`config.mk`:
```
export PLATFORM = sky130hd
export DESIGN_NAME = ser_line_status
export DESIGN_NICKNAME = d
export VERILOG_FILES = /design/src/rtl/ser_lsr_pkg.sv /design/src/rtl/lsr_tx_track.sv /design/src/rtl/lsr_break_det.sv /design/src/rtl/lsr_rx_flags.sv /design/src/rtl/ser_line_status.sv
export SDC_FILE = /design/constraint.sdc
export NUM_CORES = 1
export LEC_CHECK = 0
export CAP_MARGIN = 15
export CORE_MARGIN = 3
export CORE_UTILIZATION = 35
export DETAILED_ROUTE_END_ITERATION = 10
export DONT_BUFFER_PORTS = 1
export PLACE_DENSITY = 0.54
export RECOVER_POWER = 100
export SLEW_MARGIN = 15
export SYNTH_ARGS = -nofsm -noshare
export SYNTH_HDL_FRONTEND = slang
export SYNTH_HIERARCHICAL = 1
export SYNTH_SLANG_ARGS = --single-unit
```
`constraint.sdc`:
```
create_clock -name clk -period 7.1 [get_ports clk]
set_input_delay 1.42 -clock clk [delete_from_list [all_inputs] [get_ports clk]]
set_output_delay 1.42 -clock clk [all_outputs]
set_load 0.1 [all_outputs]
```
`src/rtl/ser_lsr_pkg.sv`:
```
package ser_lsr_pkg;

  typedef struct packed {
    logic [1:0] wlen;
    logic       stop2;
    logic       par_en;
    logic       par_even;
    logic       par_stick;
  } line_cfg_t;

  localparam int unsigned STAT_W = 8;
  localparam int unsigned DATA_W = 8;

  // Status bit positions (the host decodes these)
  localparam int unsigned B_DR   = 0;
  localparam int unsigned B_OE   = 1;
  localparam int unsigned B_PE   = 2;
  localparam int unsigned B_FE   = 3;
  localparam int unsigned B_BI   = 4;
  localparam int unsigned B_THRE = 5;
  localparam int unsigned B_TEMT = 6;

  // Bits per character frame: start + data + optional parity + stop bits
  function automatic logic [4:0] frame_bits(line_cfg_t c);
    return 5'd6 + {3'd0, c.wlen} + {4'd0, c.par_en} + (c.stop2 ? 5'd2 : 5'd1);
  endfunction

  function automatic logic parity_bad(line_cfg_t c, logic [DATA_W-1:0] d, logic pbit);
    logic [DATA_W-1:0] mask;
    mask = 8'hFF >> (2'd3 - c.wlen);
    if (c.par_stick) return pbit ^ ~c.par_even;
    return (^(d & mask)) ^ pbit ^ ~c.par_even;
  endfunction

endpackage

```
`src/rtl/lsr_tx_track.sv`:
```
module lsr_tx_track (
  input  logic clk,
  input  logic rst_n,
  input  logic wr_thr_i,
  input  logic xfer_i,
  input  logic shift_done_i,
  output logic thre_o,
  output logic temt_o
);
  logic hold_full_q, shift_full_q;

  always_ff @(posedge clk) begin
    if (!rst_n) begin
      hold_full_q  <= 1'b0;
      shift_full_q <= 1'b0;
    end else begin
      if (wr_thr_i)    hold_full_q <= 1'b1;
      else if (xfer_i) hold_full_q <= 1'b0;
      if (xfer_i)            shift_full_q <= 1'b1;
      else if (shift_done_i) shift_full_q <= 1'b0;
    end
  end

  assign thre_o = ~hold_full_q;
  assign temt_o = ~hold_full_q & ~shift_full_q;

  p_temt_needs_thre_r2: assert property (@(posedge clk) disable iff (!rst_n)
    temt_o |-> thre_o);
  p_write_fills_r3: assert property (@(posedge clk) disable iff (!rst_n)
    wr_thr_i |=> !thre_o);
  p_xfer_empties_r3: assert property (@(posedge clk) disable iff (!rst_n)
    (xfer_i && !wr_thr_i) |=> (thre_o && !temt_o));
endmodule

```
`src/rtl/lsr_break_det.sv`:
```
module lsr_break_det
  import ser_lsr_pkg::*;
#(
  parameter int unsigned CNT_W = 6
) (
  input  logic      clk,
  input  logic      rst_n,
  input  logic      line_i,
  input  logic      tick_i,
  input  line_cfg_t cfg_i,
  output logic      brk_evt_o
);
  localparam logic [CNT_W-1:0] CNT_MAX = {CNT_W{1'b1}};

  logic [CNT_W-1:0] cnt_q;
  logic [CNT_W-1:0] thr;

  // Threshold 2*W + 3; the event fires on the tick that goes past it
  assign thr = CNT_W'({frame_bits(cfg_i), 1'b0}) + CNT_W'(3);

  always_ff @(posedge clk) begin
    if (!rst_n)                         cnt_q <= '0;
    else if (line_i)                    cnt_q <= '0;
    else if (tick_i && cnt_q != CNT_MAX) cnt_q <= cnt_q + 1'b1;
  end

  assign brk_evt_o = !line_i && tick_i && (cnt_q == thr);

  p_cnt_hold_r12: assert property (@(posedge clk) disable iff (!rst_n)
    (!line_i && !tick_i) |=> $stable(cnt_q));
  p_mark_restart_r12: assert property (@(posedge clk) disable iff (!rst_n)
    line_i |=> (cnt_q == '0));
endmodule

```
`src/rtl/lsr_rx_flags.sv`:
```
module lsr_rx_flags
  import ser_lsr_pkg::*;
(
  input  logic              clk,
  input  logic              rst_n,
  input  logic              done_i,
  input  logic [DATA_W-1:0] data_i,
  input  logic              par_i,
  input  logic              stop_i,
  input  logic              brk_evt_i,
  input  logic              rd_rbr_i,
  input  logic              rd_lsr_i,
  input  line_cfg_t         cfg_i,
  output logic              dr_o,
  output logic              oe_o,
  output logic              pe_o,
  output logic              fe_o,
  output logic              bi_o
);
  logic dr_q, oe_q, pe_q, fe_q, bi_q;
  logic set_oe, set_pe, set_fe;

  assign set_oe = done_i && dr_q && !rd_rbr_i;
  assign set_pe = done_i && cfg_i.par_en && parity_bad(cfg_i, data_i, par_i);
  assign set_fe = done_i && !stop_i;

  always_ff @(posedge clk) begin
    if (!rst_n) begin
      dr_q <= 1'b0;
      oe_q <= 1'b0;
      pe_q <= 1'b0;
      fe_q <= 1'b0;
      bi_q <= 1'b0;
    end else begin
      // set has priority over the clearing read
      if (done_i)        dr_q <= 1'b1;
      else if (rd_rbr_i) dr_q <= 1'b0;
      if (set_oe)          oe_q <= 1'b1;
      else if (rd_lsr_i) oe_q <= 1'b0;
      if (set_pe)          pe_q <= 1'b1;
      else if (rd_lsr_i) pe_q <= 1'b0;
      if (set_fe)          fe_q <= 1'b1;
      else if (rd_lsr_i) fe_q <= 1'b0;
      if (brk_evt_i)       bi_q <= 1'b1;
      else if (rd_lsr_i) bi_q <= 1'b0;
    end
  end

  assign dr_o = dr_q;
  assign oe_o = oe_q;
  assign pe_o = pe_q;
  assign fe_o = fe_q;
  assign bi_o = bi_q;

  p_dr_set_r5: assert property (@(posedge clk) disable iff (!rst_n)
    done_i |=> dr_q);
  p_dr_kept_r5: assert property (@(posedge clk) disable iff (!rst_n)
    (dr_q && !rd_rbr_i) |=> dr_q);
  p_overrun_r6: assert property (@(posedge clk) disable iff (!rst_n)
    (done_i && dr_q && !rd_rbr_i) |=> oe_q);
  p_frame_r8: assert property (@(posedge clk) disable iff (!rst_n)
    (done_i && !stop_i) |=> fe_q);
  p_err_clear_r10: assert property (@(posedge clk) disable iff (!rst_n)
    (rd_lsr_i && !done_i && !brk_evt_i) |=> (!oe_q && !pe_q && !fe_q && !bi_q));
  p_brk_wins_r11: assert property (@(posedge clk) disable iff (!rst_n)
    brk_evt_i |=> bi_q);
endmodule

```
`src/rtl/ser_line_status.sv`:
```
module ser_line_status
  import ser_lsr_pkg::*;
#(
  parameter int unsigned CNT_W = 6
) (
  input  logic       clk,
  input  logic       rst_n,
  input  logic       wr_thr_i,
  input  logic       rd_rbr_i,
  input  logic       rd_lsr_i,
  input  logic       tx_xfer_i,
  input  logic       tx_shift_done_i,
  input  logic       rx_done_i,
  input  logic [7:0] rx_data_i,
  input  logic       rx_par_i,
  input  logic       rx_stop_i,
  input  logic       rx_line_i,
  input  logic       baud_tick_i,
  input  logic [1:0] wlen_i,
  input  logic       stop2_i,
  input  logic       par_en_i,
  input  logic       par_even_i,
  input  logic       par_stick_i,
  input  logic       thre_ie_i,
  output logic [7:0] status_o,
  output logic       tx_irq_o
);
  line_cfg_t cfg;
  logic thre, temt, brk_evt;
  logic dr, oe, pe, fe, bi;

  assign cfg = '{wlen: wlen_i, stop2: stop2_i, par_en: par_en_i,
                 par_even: par_even_i, par_stick: par_stick_i};

  lsr_tx_track u_tx (
    .clk(clk), .rst_n(rst_n), .wr_thr_i(wr_thr_i), .xfer_i(tx_xfer_i),
    .shift_done_i(tx_shift_done_i), .thre_o(thre), .temt_o(temt));

  lsr_break_det #(.CNT_W(CNT_W)) u_brk (
    .clk(clk), .rst_n(rst_n), .line_i(rx_line_i), .tick_i(baud_tick_i),
    .cfg_i(cfg), .brk_evt_o(brk_evt));

  lsr_rx_flags u_rx (
    .clk(clk), .rst_n(rst_n), .done_i(rx_done_i), .data_i(rx_data_i),
    .par_i(rx_par_i), .stop_i(rx_stop_i), .brk_evt_i(brk_evt),
    .rd_rbr_i(rd_rbr_i), .rd_lsr_i(rd_lsr_i), .cfg_i(cfg),
    .dr_o(dr), .oe_o(oe), .pe_o(pe), .fe_o(fe), .bi_o(bi));

  always_comb begin
    status_o         = '0;
    status_o[B_DR]   = dr;
    status_o[B_OE]   = oe;
    status_o[B_PE]   = pe;
    status_o[B_FE]   = fe;
    status_o[B_BI]   = bi;
    status_o[B_THRE] = thre;
    status_o[B_TEMT] = temt;
  end

  assign tx_irq_o = thre & thre_ie_i;

  p_irq_enabled_r4: assert property (@(posedge clk) disable iff (!rst_n)
    tx_irq_o |-> (thre_ie_i && status_o[B_THRE]));
  p_top_bit_zero_r1: assert property (@(posedge clk) disable iff (!rst_n)
    $rose(rd_lsr_i) |-> !status_o[7]);
endmodule

```
## After elaboration in Yosys (flattened, before gate mapping)

Cells that the tools add are included.

- Flip-flop bits (word level): 13
- Latch bits: 0
- Memory bits (writable): 0
- Memory bits (read-only): 0
- Output and inout bits: 9
- Memories kept: 0

- Add/subtract/negate cells: 6
- Multiply operators: 0
- Divide/modulo/power cells: 0
- $lt $le $gt $ge: 0
- Equal/unequal tests: 2
- Shift-type cells: 1
- Muxes and demuxes: 15
- Bitwise logic cells: 10
- Reductions and logical operators: 20

Operator list:

| kind | count |
|---|---|
| $mux 1 | 14 |
| $reduce_bool 2->1 | 7 |
| $and 8x8->8 | 1 |
| $logic_and 1x1->1 | 8 |
| $reduce_xor 8->1 | 1 |
| $shr 8x2->8 const A | 1 |
| $add 6x1->6 const B | 1 |
| $add 6x2->6 const B | 1 |
| $eq 6x6->1 | 1 |
| $ne 6x6->1 const B | 1 |
| $add 5x1->5 | 1 |
| $add 5x5->5 | 1 |
| $add 3x2->4 const A | 1 |
| $not 1->1 | 4 |
| $logic_not 1->1 | 3 |
| $xor 1x1->1 | 3 |
| $and 1x1->1 | 2 |
| $mux 2 | 1 |
| $reduce_or 2->1 | 1 |
| $sub 2x2->2 const A | 1 |

## Longest topological paths before layout

- Depth after elaboration: 9
- Gate-level depth with buffers: 10

## Modules after synthesis

Netlist, hierarchy kept.

Modules (own cells, without submodules):

| module | times used | cells an instance | area each (µm²) |
|---|---|---|---|
| lsr_break_det | 1 | 56 | 509.2 |
| lsr_rx_flags | 1 | 37 | 345.3 |
| lsr_tx_track | 1 | 8 | 75.1 |
| ser_line_status | 1 | 10 | 70.1 |

## Worst setup path after synthesis

OpenSTA, ideal clock, no wires.

- Path kind: input to register
- Start: input stop2_i
- End: register u_rx.bi_q, in the netlist u_rx/bi_o
- Arrival time: 3.640 ns
- Required time: 7.042 ns
- Setup slack: 3.402 ns
- Cell stages on the path: 8
- Buffers on the path: 0
- Cell sequence: inv_1 fa_1 inv_1 fa_1 o31a_1 or4_4 a2111oi_2 o21a_1

- Word-level cells in the longest chain between the ends: 6

Ends and longest elaborated chain:

| item | line | source |
|---|---|---|
| start, declared | ser_line_status.sv:20 | `input logic stop2_i,` |
| $mux 2 * | ser_lsr_pkg.sv:25 | `return 5'd6 + {3'd0, c.wlen} + {4'd0, c.par_en} + (c.stop2 ? 5'd2 : 5'd1);` |
| $add 5x5->5 * | ser_lsr_pkg.sv:25 |  |
| $add 6x2->6 * | lsr_break_det.sv:19 | `assign thr = CNT_W'({frame_bits(cfg_i), 1'b0}) + CNT_W'(3);` |
| $eq 6x6->1 * | lsr_break_det.sv:27 | `assign brk_evt_o = !line_i && tick_i && (cnt_q == thr);` |
| $logic_and 1x1->1 * | lsr_break_det.sv:27 |  |
| via brk_evt | ser_line_status.sv:29 | `logic thre, temt, brk_evt;` |
| $mux 1 or $reduce_bool 2->1 (tied branches) | - |  |
| end signal, assigned | lsr_rx_flags.sv:33 | `bi_q <= 1'b0;` |
| end signal, assigned | lsr_rx_flags.sv:44 | `if (brk_evt_i) bi_q <= 1'b1;` |
| end signal, assigned | lsr_rx_flags.sv:45 | `else if (rd_lsr_i) bi_q <= 1'b0;` |
| end, declared | lsr_rx_flags.sv:20 | `logic dr_q, oe_q, pe_q, fe_q, bi_q;` |

The timed path passes the listed nets; every way through them passes the cells marked *.
A chain may end at the register's enable or synchronous reset.

## Worst setup path in the final report

- Start: input thre_ie_i
- End: output tx_irq_o

- Word-level cells in the longest chain between the ends: 1

Ends and longest elaborated chain:

| item | line | source |
|---|---|---|
| start, declared | ser_line_status.sv:24 | `input logic thre_ie_i,` |
| $and 1x1->1 | ser_line_status.sv:60 | `assign tx_irq_o = thre & thre_ie_i;` |
| end, declared | ser_line_status.sv:26 | `output logic tx_irq_o` |

No other way between the ends.

==> out/summary.txt <==
Final Hold Violating Endpoints: 0
Slew @ Worst Pin: 1.73 ns
Post-Synthesis Cells: 111
# H-tree levels: 1
die height: 59.4 µm
worst skew pair latency: 0.27 ns
Pleak: 0.402 nW
WP buf/inv: 0
fin util: 38.4%
WL/cell: 12.8 µm
CP Capture Type: output port
top cells by area, synth: dfxtp_1 (26%), xor2_1 (7.9%), xnor2_1 (6.1%)
max-cap viol count: 1
CTS max path bufs: 2
Syn Nets: 144
CP max stage delay: 1.02 ns
hold path cells: 2
top post-synthesis cells by count: dfxtp_1 (13), inv_1 (9), xor2_1 (9)
Comb power frac: 27.2%
Crit path required time: 5.68 ns
critical path, cell by cell: and2_0
Synth area leader: dfxtp_1
top-count cell post-synth: dfxtp_1
cell family with most CP delay: simple AND/OR/NAND/NOR gates
RSZ-0062 raised after global routing: false
register area share after synthesis: 26.0%
Die W: 59.4 µm
Reg2Reg Launch Point: u_brk/cnt_q[4]
CTS buffer count: 3
vias in the first global route: 684
largest net degree at the start of global routing: 10
Min Hold Slack: 0.580 ns
syn avg cell area: 9.01 µm²
Resized cells post-CTS: 0
failing checks: capacitance limit, slew limit
post-synth top area share: 26.0%
num rows: 18
Power, Total: 0.180 mW
worst min path class: flop to flop
reg-to-reg setup timing slack: 5.45 ns
Fillers: 286
internal power: 0.117 mW
drt via density: 5.13
antenna cells: 0
R2R depth: 4
Peak VDD IR: 0.0889 mV
CP max-delay cell: and2_0
crit path max fanout: 1
nets: 141
Startpoint Class: primary input
Worst Path Arrival: 2.44 ns
CTS root buf: clkbuf_4
first-pass GRT wire length: 2730 µm
Routed Antenna Nets: 0
gr usage total: 10.1%
final clock period utilization by the worst path: 54.3%
Initial Util: 38.6%
final setup TNS: 0 ns
Post-CTS Setup Inserts: 0
Sequential Area: 260 µm²
hold wc startpoint: u_brk/cnt_q[1]
# setup viols final: 0
PD cells: 181 nW/µm²
outcome: complete, but fails checks
Worst-path clk slew: 0.08 ns
clock sink count: 13
hpwl dp: 1450 µm
Post-synth top flop: dfxtp_1
drt pass-1 iters: 4
kind of critical path: primary input to output port
number of synthesized flops with an enable pin: 0
minimum clock period: 3.86 ns
number of DRC markers in iteration 0: 16
Clock Skews: 0.00413 ns
footprint of the multi-input gates: 636 µm²
core area: 2590 µm²
fraction of layout cells with a size suffix above 1: 6.54%
initial antenna violation count: 0
Yosys warning total: 6
Area Overhead vs Synth: -0.626%
Via Count: 703
drt total wl: 1760 µm
count of buffers from port buffering: 0
achievable clock frequency: 259 MHz
synthesized cell area: 1000 µm²
CTS tree: done
boundary pin count: 36
DRC: 0
Worst Hold Endpoint: u_brk/cnt_q[1]
flops & latches, synth: 13
Synth cell types: 36
Async S/R FF share, synth: 0%
GP Congestion: 0.736
Seq pwr share: 47.7%
relative slew slack: -16.0%
GR Overflow Total: 0
total die area: 3530 µm²
hold_buf cts: 0
clock network power share: 25.1%
Net Sw Power: 0.0629 mW
RR Endpoint: u_rx/bi_o
Slew Viols, Final: 1
Sw Share: 35.0%
-- worst max-delay path by stage --
stage                   start        end  slack, ns  cells after the start
finish              thre_ie_i   tx_irq_o       3.24                      1
global route        thre_ie_i   tx_irq_o       3.21                      1
CTS                 thre_ie_i   tx_irq_o       3.52                      1
detailed placement    stop2_i  u_rx/bi_o       3.29                      8
global placement      stop2_i  u_rx/bi_o       3.35                      8
floorplan             stop2_i  u_rx/bi_o       3.40                      8
-- power by group through the flow --
| stage | clock network, mW | logic (mW) | registers, mW |
|---|---|---|---|
| 3_3_place_gp | 0 | 0.0505 | 0.0876 |
| 2_1_floorplan | 0 | 0.0595 | 0.0781 |
| 5_1_grt | 0.0520 | 0.0533 | 0.0861 |
| 4_1_cts | 0.0478 | 0.0518 | 0.0860 |
| 6_report | 0.0451 | 0.0490 | 0.0858 |
| 3_5_place_dp | 0 | 0.0517 | 0.0877 |
-- sequential cells by signal, indices dropped and copies added, names as in the netlist --
register,count
u_rx/pe_o,1
u_rx/fe_o,1
u_brk/cnt_q,6
u_rx/oe_o,1
u_rx/dr_o,1
u_rx/bi_o,1
u_tx/hold_full_q,1
u_tx/shift_full_q,1
-- through the flow --
step	worst slack, ns	instances	area, µm²
finish	3.24	137	993
global route	3.21	137	993
CTS	3.52	137	1010
detailed placement	3.29	133	980
global placement	3.35	133	980
floorplan	3.40	111	1000
-- final cells by class --
| class | count | share of cell area, % |
|---|---|---|
| well taps | 30 | 3.78 |
| inverters | 9 | 3.40 |
| flip-flops and latches | 13 | 26.2 |
| multi-input cells | 81 | 64.0 |
| clock buffers | 4 | 2.64 |
-- logic make-up (layout without fill, tap and decap cells) --
kind of cell    after synthesis  in the layout  share of synthesized area [%]
other cells                   1              1                          0.375
flops                        13             13                           26.0
xor+xnor                     18             18                           17.9
compound gates               20             20                           14.8
fa+ha+maj                     6              6                           9.01
mux                           1              1                           1.00
buf+inv                      17             13                           9.39
simple gates                 35             35                           21.5
-- metal layers --
metal	vias to the layer above	GRT usage, %	wire (µm)
li1	363	-	-
met1	314	11.3	731
met2	26	17.5	854
met3	0	4.79	173
met4	0	1.94	0
met5	-	0	0
-- layout by cell type (no fill, tap or decap), types with 2 or more instances in the layout --
master and count:
nand3_1 2, inv_1 9, and2_1 2, nor2b_1 6
nand2_1 2, ha_1 4, nand3b_1 2, o211ai_1 3
nor2_1 7, o21a_1 4, fa_1 2, and3_1 3
dfxtp_1 13, clkbuf_4 3, xor2_1 9, xnor2_1 7
nand2b_1 3, a21oi_1 5
(Power assumes the default switching activity.)
